`src/rtl/gpio5_ctrl.sv`:
```
module gpio5_ctrl #(
  parameter int NPIN = 5,
  parameter int AW = 8,
  parameter int DW = 16,
  parameter logic [AW-1:0] IDX_DIR = 8'h4C,
  parameter logic [AW-1:0] IDX_POL = 8'h4E,
  parameter logic [AW-1:0] IDX_LAT = 8'h50,
  parameter logic [AW-1:0] IDX_STS = 8'h54,
  parameter logic [AW-1:0] IDX_DAT = 8'h56
) (
  input  logic            clk,
  input  logic            rst,
  input  logic            reg_wr,
  input  logic [AW-1:0]   reg_addr,
  input  logic [DW-1:0]   reg_wdata,
  output logic [DW-1:0]   reg_rdata,
  input  logic [NPIN-1:0] pad_in,
  output logic [NPIN-1:0] pad_out,
  output logic [NPIN-1:0] pad_oe
);
  localparam int UW = DW - NPIN;

  logic [NPIN-1:0] dir, pol, lat, dout, sf;
  logic [NPIN-1:0] s1, s2, act_q;
  logic [NPIN-1:0] act, rise, clr, status, wbits;
  wire unused_wdata = ^reg_wdata[DW-1:NPIN];

  assign wbits  = reg_wdata[NPIN-1:0];
  assign act    = ~(s2 ^ pol);
  assign rise   = act & ~act_q & dir & lat;
  assign clr    = (reg_wr && reg_addr == IDX_STS) ? ~wbits : '0;
  assign status = dir & ((lat & sf) | (~lat & act));

  always_ff @(posedge clk) begin
    if (rst) begin
      dir   <= '1;
      pol   <= '1;
      lat   <= '0;
      dout  <= '0;
      sf    <= '0;
      s1    <= '0;
      s2    <= '0;
      act_q <= '0;
    end else begin
      s1    <= pad_in;
      s2    <= s1;
      act_q <= act;
      sf    <= (sf & ~clr) | rise;
      if (reg_wr) begin
        if (reg_addr == IDX_DIR) dir <= wbits;
        if (reg_addr == IDX_POL) pol <= wbits;
        if (reg_addr == IDX_LAT) lat <= wbits;
        if (reg_addr == IDX_DAT) dout <= (dout & dir) | (wbits & ~dir);
      end
    end
  end

  always_comb begin
    if (reg_addr == IDX_DIR)      reg_rdata = {{UW{1'b0}}, dir};
    else if (reg_addr == IDX_POL) reg_rdata = {{UW{1'b1}}, pol};
    else if (reg_addr == IDX_LAT) reg_rdata = {{UW{1'b0}}, lat};
    else if (reg_addr == IDX_STS) reg_rdata = {{UW{1'b0}}, status};
    else if (reg_addr == IDX_DAT) reg_rdata = {{UW{1'b0}}, dout};
    else                          reg_rdata = '0;
  end

  assign pad_oe  = ~dir & (~pol | ~dout);
  assign pad_out = ~dir & ~pol & dout;
endmodule

```
`config.mk`:
```
export PLATFORM = sky130hd
export DESIGN_NAME = gpio5_ctrl
export DESIGN_NICKNAME = d
export VERILOG_FILES = /design/src/rtl/gpio5_ctrl.sv
export SDC_FILE = /design/constraint.sdc
export NUM_CORES = 1
export LEC_CHECK = 0
export ABC_AREA = 1
export CAP_MARGIN = 0
export CORE_ASPECT_RATIO = 1.75
export CORE_MARGIN = 5
export CORE_UTILIZATION = 48
export CTS_BUF_LIST = sky130_fd_sc_hd__clkbuf_4 sky130_fd_sc_hd__clkbuf_8 sky130_fd_sc_hd__clkbuf_16
export DETAILED_ROUTE_END_ITERATION = 10
export PLACE_DENSITY_LB_ADDON = 0.05
export SYNTH_ARGS = -nofsm -noshare
export SYNTH_HDL_FRONTEND = slang
export SYNTH_SLANG_ARGS = --single-unit
export TNS_END_PERCENT = 5
```
`constraint.sdc`:
```
create_clock -name clk -period 1.6 [get_ports clk]
set_clock_uncertainty 0.1 [all_clocks]
set_input_delay 0.32 -clock clk [delete_from_list [all_inputs] [get_ports clk]]
set_output_delay 0.32 -clock clk [all_outputs]
set_load 0.02 [all_outputs]
```
Yosys cells after proc, flatten, opt, wreduce, memory -nomap -nowiden

Cells that the tools add are included.

Register bits after elaboration: 40
Input bits: 32
Output and inout bits: 26
Word-level logic and storage cells: 49

Equal/unequal tests: 5
Mux-type cells: 6
Bitwise logic cells: 25
Reductions and logical operators: 5

Operators by type and width:

| cell                 | count |
|---|---|
| $and A5 B5 Y5        | 12 |
| $eq A8 B7 Y1 const B | 5 |
| $not A5 Y5           | 8 |
| $mux W16             | 2 |
| $mux W5              | 4 |
| $or A5 B5 Y5         | 4 |
| $reduce_and A2 Y1    | 4 |
| $xor A5 B5 Y5        | 1 |
| $logic_and A1 B1 Y1  | 1 |

Logic depth before layout (Yosys ltp)

Gate-level depths: netlist (run 1).

Depth in word-level cells: 9
Gate-level depth with buffers: 9
Gate-level depth less buffers: 9

Worst setup path before layout (run 1)

OpenSTA, ideal clock, no wires.

Kind: input-to-output
Start: input port reg_addr[7]
End: output port reg_rdata[3]
Arrival: 1.262 ns
Data required time: 1.180 ns
Setup slack: -0.082 ns
Stages on the path: 9
Path buffers: 0
Cells stage by stage: inv_1 nand2_1 nor2_4 nand2_4 inv_2 nand2_1 o21ai_1 inv_1 nand2_1

Word-level cells in the longest chain between the ends: 6
Elaborated cells on any way between the ends: 10
Classes of those cells: eq/ne: 5; mux: 5

RTL lines:

| what            | line | RTL |
|---|---|---|
| start, declared | 14   | `input logic [AW-1:0] reg_addr,` |
| $eq A8 B7 Y1    | 63   | `else if (reg_addr == IDX_DAT) reg_rdata = {{UW{1'b0}}, dout};` |
| $mux W5         | 63   |  |
| $mux W5         | 62   | `else if (reg_addr == IDX_STS) reg_rdata = {{UW{1'b0}}, status};` |
| $mux W5         | 61   | `else if (reg_addr == IDX_LAT) reg_rdata = {{UW{1'b0}}, lat};` |
| $mux W16        | 60   | `else if (reg_addr == IDX_POL) reg_rdata = {{UW{1'b1}}, pol};` |
| $mux W16 *      | 59   | `if (reg_addr == IDX_DIR) reg_rdata = {{UW{1'b0}}, dir};` |
| end, declared   | 16   | `output logic [DW-1:0] reg_rdata,` |

Every way passes the cells marked *; elsewhere a longest branch is shown, timed or not.

Worst setup path in the final report (run 1)

Start: input port reg_addr[1]
End: output port reg_rdata[3]

Same word-level chain as after synthesis.

==> flow_metrics.py, run 1 <==
metrics = {
    "yosys": {
        "count_of_flip_flops_with_a_built_in_enable_after_synthesis": 0,
        "synth_compound_area_share_pct": 11.8,
        "yosysSeqAreaShare_pct": 38.7,
        "yosysTopAreaCellShare_pct": 38.7,
        "yosys_register_bits": 40,
        "ys_types": 25,
        "synth_area_sq_um": 2070,
        "yosys.area_share.adder_pct": 0,
        "post_synth_xor_area_fraction_pct": 1.27,
        "postSynthCellCount": 300,
        "yosysTopAreaCell": "sky130_fd_sc_hd__dfxtp_1",
        "postSynthAreaPerCell_sq_um": 6.90,
        "dominant_combinational_cell_family_by_area_after_synthesis": "simple AND/OR/NAND/NOR gates",
        "synth_mux_area_share_pct": 0,
        "synth.top_cells.by_area": "sky130_fd_sc_hd__dfxtp_1 (39%), sky130_fd_sc_hd__inv_1 (8.9%), sky130_fd_sc_hd__nand2_1 (8.9%)",
        "synth-async-reset-ratio_pct": 0,
        "synth_nets": 332,
        "synth_warnings": 0,
        "postSynth.topFlopCell": "sky130_fd_sc_hd__dfxtp_1",
        "post_synth_and_or_nand_nor_area_fraction_pct": 33.7,
    },
    "layout": {
        "num-nets-final": 421,
        "layout_commonest_cell": "sky130_fd_sc_hd__buf_4",
        "fillers": 338,
        "num_antenna_cells": 0,
        "design_area_sq_um": 3100,
        "post_route_cells_drive_above_1_share_pct": 35.9,
        "area_growth_syn_to_layout_pct": 49.7,
        "layout.cells.most_common_list": "sky130_fd_sc_hd__buf_4 (58), sky130_fd_sc_hd__inv_1 (45), sky130_fd_sc_hd__nand2_1 (41), sky130_fd_sc_hd__dfxtp_1 (37)",
        "stdcell_count": 439,
    },
    "placed_design": {
        "preCtsSetupSlack_ns": -1.06,
        "placement.cell_area_sq_um": 2880,
        "dp_hpwl_mm": 3.90,
        "port_buffers": 46,
        "gpl.final_weighted_congestion": 0.898,
        "placed_cells": 424,
    },
    "critical_path": {
        "path_cells": "buf_8 -> nor2_4 -> nand2_2 -> nor2_4 -> buf_6 -> nand3_2 -> nand3_2 -> nand2_2 -> nand2_2 -> buf_6",
        "setup.worst_path.class": "in -> out",
        "timing.critical_path.arrival_ns": 1.30,
        "worst_path_max_delay_cell": "sky130_fd_sc_hd__nor2_4",
        "crit-reg2reg-launch": "pol[3]",
        "crit_path_frequent_cell": "sky130_fd_sc_hd__nand2_2",
        "cp-startpoint": "reg_addr[1]",
        "timing.critical_path.fanout_max": 5,
        "cp_data_required_time_ns": 1.18,
        "kind_of_end_point_of_the_critical_path": "output port",
        "worstSetupStartpointType": "input port",
        "longest_individual_stage_delay_on_the_worst_path_ns": 0.20,
        "r2r_setup_slk_ns": 0.40,
    },
    "flow_run": {
        "drv.max_cap_violation_count": 0,
    },
    "clocking": {
        "cts_made_buffers": 5,
        "post_cts_hold_buffer_count": 0,
        "clock_tree_root_buffer_cell": "sky130_fd_sc_hd__clkbuf_8",
        "clockBufferDepth": 2,
        "sink_count_of_the_clock_tree": 40,
        "clkSlewWorstSetupHoldPaths_ns": 0.07,
        "clock_tree_from_tritoncts": "done",
        "htreeDepth": 2,
        "worstSkewPairLatency_ns": 0.29,
    },
    "power": {
        "power-per-cell-area_nw_per_um2": 665,
        "ir_drop_mv": 0.730,
        "total_power_mw": 2.06,
        "cellLeakagePower_nw": 1.53,
    },
    "global_route": {
        "antenna_found_initial": 0,
        "grt_first_pass_wirelength_mm": 8.76,
        "grt.total_usage_pct": 19.4,
        "first_global_vias": 2038,
        "grt_max_degree": 22,
        "gr-total-overflow": 0,
    },
    "drt": {
        "drt.antenna.violating_nets": 0,
        "detail_route.iter0.violations": 73,
        "viasPerCell": 4.94,
        "drt-wirelength-per-cell_um": 12.5,
        "drt_drc_violations_left": 0,
        "detailroute.via_count": 2169,
        "drt_pass1_iterations": 4,
        "detail_route.wirelength_mm": 5.49,
    },
    "outcome": {
        "outcome": "complete, but fails checks",
        "violations_in_the_final_reports": "setup timing",
    },
    "die": {
        "chipWidth_um": 59.7,
        "design.die.area_sq_um": 5780,
        "floorplan.rows": 31,
        "io_pins": 58,
        "initial_utilization_pct": 49.9,
        "standard_cell_core_area_sq_um": 4150,
        "dieHeight_um": 96.9,
    },
    "timing": {
        "max-slew-margin-rel_pct": 83.3,
        "fin_crit_sh_pct": 108,
        "timing.final.max_slew_violations": 0,
        "timing.final.crit_period_ns": 1.72,
        "finalSetupViolCount": 5,
        "finalHoldViolCount": 0,
        "rsz0062_at_grt": "yes",
        "timing_worst_slew_pin_value_ns": 0.250,
        "setup_ws_ns": -0.122,
        "max_freq_mhz": 581,
        "worst_hold_slack_ns": 0.307,
    },
    "min_path": {
        "hold_path_startpoint": "s1[3]",
        "worstHoldPathType": "reg -> reg",
    },
}
## critical path: cells and delay by family
kind	cells	cell delay (ns)
buffers and inverters	3	0.34
and+or+nand+nor	7	0.64
## power breakdown
group          internal (mW)  switching [mW]
registers               1.01         0.00647
logic                  0.110           0.111
clock network          0.480           0.344
total                   1.60           0.461
## layer usage
metal / global-route usage, % / share of wire, % / vias up
met1: 21.0 / 38 / 990
met3: 3.20 / 5.7 / 8
met4: 8.70 / 1.8 / 0
met5: 0 / 0 / -
met2: 34.7 / 54 / 59
li1: - / - / 1112
## cells in the mapped netlist (4+ instances only)
master	instances
sky130_fd_sc_hd__inv_1	49
sky130_fd_sc_hd__nand2_1	49
sky130_fd_sc_hd__dfxtp_1	40
sky130_fd_sc_hd__a21oi_1	34
sky130_fd_sc_hd__nor2_1	34
sky130_fd_sc_hd__nand3_1	31
sky130_fd_sc_hd__o21ai_0	12
sky130_fd_sc_hd__buf_4	10
sky130_fd_sc_hd__nor2_2	5
sky130_fd_sc_hd__nor2_4	5
sky130_fd_sc_hd__nand4_1	4
## stage by stage
| step | setup TNS, ns | utilization, % |
|---|---|---|
| 3_3_place_gp | -21.64 | 69.3 |
| 3_5_place_dp | -22.71 | 69.3 |
| 6_report | -0.498 | 74.7 |
| 2_1_floorplan | 0 | - |
| 5_1_grt | -1.33 | 74.7 |
| 4_1_cts | -0.864 | 73.0 |
## cell families (layout without fill, tap and decap cells)
group	count (synthesis)	after routing
AND/OR/NAND/NOR	141	141
buffers and inverters	67	157
AO/OA/AOI/OAI	49	49
flip-flops	40	40
XOR/XNOR	3	3
## final cells by class
type	count	area (sq um)	area share, %
clock inverters	2	35.0	1.13
repair buffers	98	841	27.1
clock buffers	6	76.3	2.46
inverters	51	196	6.34
well taps	49	61.3	1.98
flip-flops and latches	40	805	26.0
multi-input cells	193	1080	35.0
## path summary, 6_finish.rpt
| path | to | cells past startpoint |
|---|---|---|
| worst max register to register | sf[3] | 5 |
| worst min-delay path | s2[3] | 2 |
| worst max-delay path | reg_rdata[3] | 10 |
| worst min register to register | s2[3] | 2 |
## timing repair
| action | 4_1_cts | 5_1_grt |
|---|---|---|
| setup buffers | 7 | 0 |
| pin swaps | 14 | 15 |
| setup endpoints to repair | 38 | 24 |
| gates resized for setup | 176 | 32 |
Power figures use the tool's default switching activity.
==> inputs of run 2 (changes only) <==
CORE_UTILIZATION = 35   (was 48)
==> run 2 against run 1 <==
  * The run still ends with setup timing left
  * Sequential power is essentially flat
  * Sequential share of layout area shrank 0.32 points
  * Count of clock-buffer cells in the layout grew 2
  * Via count shrank 2.4%
  * Cell count grew 6.6%
  * Final area grew 1.6%
  * Worst hold slack lost 0.0081 ns
==> flow_metrics.py, run 2 (synthesis gave the netlist of run 1 again) <==
metrics = {
    "die": {
        "io_pins": 58,
        "standard_cell_core_area_sq_um": 5830,
        "design.die.area_sq_um": 7620,
        "dieHeight_um": 112,
        "chipWidth_um": 68.1,
        "floorplan.rows": 37,
        "initial_utilization_pct": 35.5,
    },
    "power": {
        "ir_drop_mv": 0.465,
        "part_of_the_total_power_dissipated_in_sequential_elements_pct": 51.7,
        "cellLeakagePower_nw": 1.53,
        "clock_power_share_pct": 36.5,
        "power_switching_mw": 0.456,
        "sw_frac_of_total_pct": 23.2,
        "power-per-cell-area_nw_per_um2": 625,
        "internal-power_mw": 1.51,
        "power.combinational.fraction_pct": 11.9,
    },
    "critical_path": {
        "timing.critical_path.arrival_ns": 1.31,
        "timing.critical_path.fanout_max": 7,
        "crit_path_frequent_cell": "sky130_fd_sc_hd__inv_4",
        "kind_of_end_point_of_the_critical_path": "output port",
        "worstSetupStartpointType": "input port",
        "longest_individual_stage_delay_on_the_worst_path_ns": 0.22,
        "crit-reg2reg-launch": "s2[2]",
        "worst_path_max_delay_cell": "sky130_fd_sc_hd__nor2_4",
        "cp_data_required_time_ns": 1.18,
        "setup.worst_path.class": "in -> out",
        "path_cells": "buf_8 -> inv_4 -> nand2_4 -> nor2_4 -> nand2_8 -> inv_4 -> nand2_1 -> o21ai_2 -> inv_1 -> nand2_2 -> buf_6",
        "cp-startpoint": "reg_addr[7]",
    },
    "clocking": {
        "clock_tree_root_buffer_cell": "sky130_fd_sc_hd__clkbuf_8",
        "clockBufferDepth": 2,
        "clkSlewWorstSetupHoldPaths_ns": 0.08,
        "htreeDepth": 2,
        "clock_tree_from_tritoncts": "done",
        "sink_count_of_the_clock_tree": 40,
        "worstSkewPairLatency_ns": 0.29,
        "cts_made_buffers": 5,
    },
    "placed_design": {
        "preCtsSetupSlack_ns": -1.04,
        "gpl.final_weighted_congestion": 0.769,
        "port_buffers": 46,
        "placement.cell_area_sq_um": 2920,
        "dp_hpwl_mm": 4.12,
        "placed_cells": 456,
    },
    "layout": {
        "layout_commonest_cell": "sky130_fd_sc_hd__buf_4",
        "layout.cells.most_common_list": "sky130_fd_sc_hd__buf_4 (56), sky130_fd_sc_hd__inv_1 (43), sky130_fd_sc_hd__nand2_1 (39), sky130_fd_sc_hd__dfxtp_1 (35), sky130_fd_sc_hd__a21oi_1 (34)",
        "design_area_sq_um": 3150,
        "stdcell_count": 468,
        "fillers": 620,
        "post_route_cells_drive_above_1_share_pct": 37.7,
        "num-nets-final": 421,
        "area_growth_syn_to_layout_pct": 52.0,
        "num_antenna_cells": 0,
    },
    "min_path": {
        "worstHoldPathType": "reg -> reg",
        "hold_path_startpoint": "s1[3]",
    },
    "global_route": {
        "grt_max_degree": 22,
        "first_global_vias": 2052,
        "grt.total_usage_pct": 15.8,
        "gr-total-overflow": 0,
        "grt_first_pass_wirelength_mm": 9.24,
        "antenna_found_initial": 0,
    },
    "drt": {
        "drt_pass1_iterations": 4,
        "detail_route.wirelength_mm": 5.80,
        "viasPerCell": 4.52,
        "drt_drc_violations_left": 0,
        "drt-wirelength-per-cell_um": 12.4,
        "detail_route.iter0.violations": 52,
        "drt.antenna.violating_nets": 0,
        "detailroute.via_count": 2116,
    },
    "timing": {
        "max_freq_mhz": 576,
        "rsz0062_at_grt": "yes",
        "fin_crit_sh_pct": 108,
        "timing.final.max_slew_violations": 0,
        "finalSetupViolCount": 16,
        "max-slew-margin-rel_pct": 82.4,
        "setup_ws_ns": -0.135,
        "finalHoldViolCount": 0,
        "timing_worst_slew_pin_value_ns": 0.263,
        "timing.final.crit_period_ns": 1.73,
    },
    "outcome": {
        "outcome": "complete, but fails checks",
        "violations_in_the_final_reports": "setup timing",
    },
    "flow_run": {
        "drv.max_cap_violation_count": 0,
    },
}
run 2: cell types whose count changed in the layout (fill, tap and decap cells not counted), sizes merged:
cell           before  now
buf                85   86
clkinv              1    0
clkdlybuf4s15       1    0
clkbuf              6    8
bufinv              1    0
run 2: layer usage:
layer  global-route usage (%)  vias to the layer above  share of wire, %
met2                     27.8                       41                52
li1                         -                     1109                 -
met5                        0                        -                 0
met1                     18.7                      961                42
met3                     2.52                        5               4.6
met4                     5.18                        0               1.1
run 2: worst max-delay path, delay by kind of cell:
family,cells,cell delay [ns]
buffers and inverters,5,0.39
and+or+nand+nor,5,0.54
AOI/OAI and AO/OA,1,0.07
run 2: area by class of cell:
cell class              instances  area, sq um  area share [%]
clock buffers                   8         97.6            3.10
repair buffers                 98          837            26.6
multi-input cells             193         1100            35.1
inverters                      51          204            6.48
well taps                      78         97.6            3.10
flip-flops and latches         40          807            25.6
run 2: final timing paths:
kind	cells after the start	to	slack (ns)
worst max-delay path	11	reg_rdata[3]	-0.13
worst min-delay path	2	s2[3]	0.30
worst max register to register	6	sf[2]	0.39
worst min register to register	2	s2[3]	0.30
run 2: what timing repair did:
item	4_1_cts	5_1_grt
setup buffers	4	0
setup endpoints to repair	41	24
hold buffers	0	0
resized for setup	198	27
pin swaps	19	12
run 2: power groups by stage:
| stage | Combinational [mW] | Sequential (mW) | Clock, mW |
|---|---|---|---|
| after detailed placement | 0.203 | 1.04 | 0 |
| after global routing | 0.254 | 1.02 | 0.792 |
| after global placement | 0.202 | 1.04 | 0 |
| after floorplan | 0.0889 | 1.04 | 0 |
| final | 0.234 | 1.02 | 0.718 |
| after CTS | 0.225 | 1.02 | 0.765 |
run 2: stage by stage:
stage	TNS, ns	total power, mW	hold WS, ns	util [%]
floorplan	0	1.13	0.288	-
CTS	-0.784	2.01	0.306	53.1
global route	-1.96	2.06	0.320	54.0
finish	-0.801	1.97	0.299	54.0
detailed placement	-23.11	1.24	0.297	50.1
global placement	-23.11	1.24	0.292	50.1
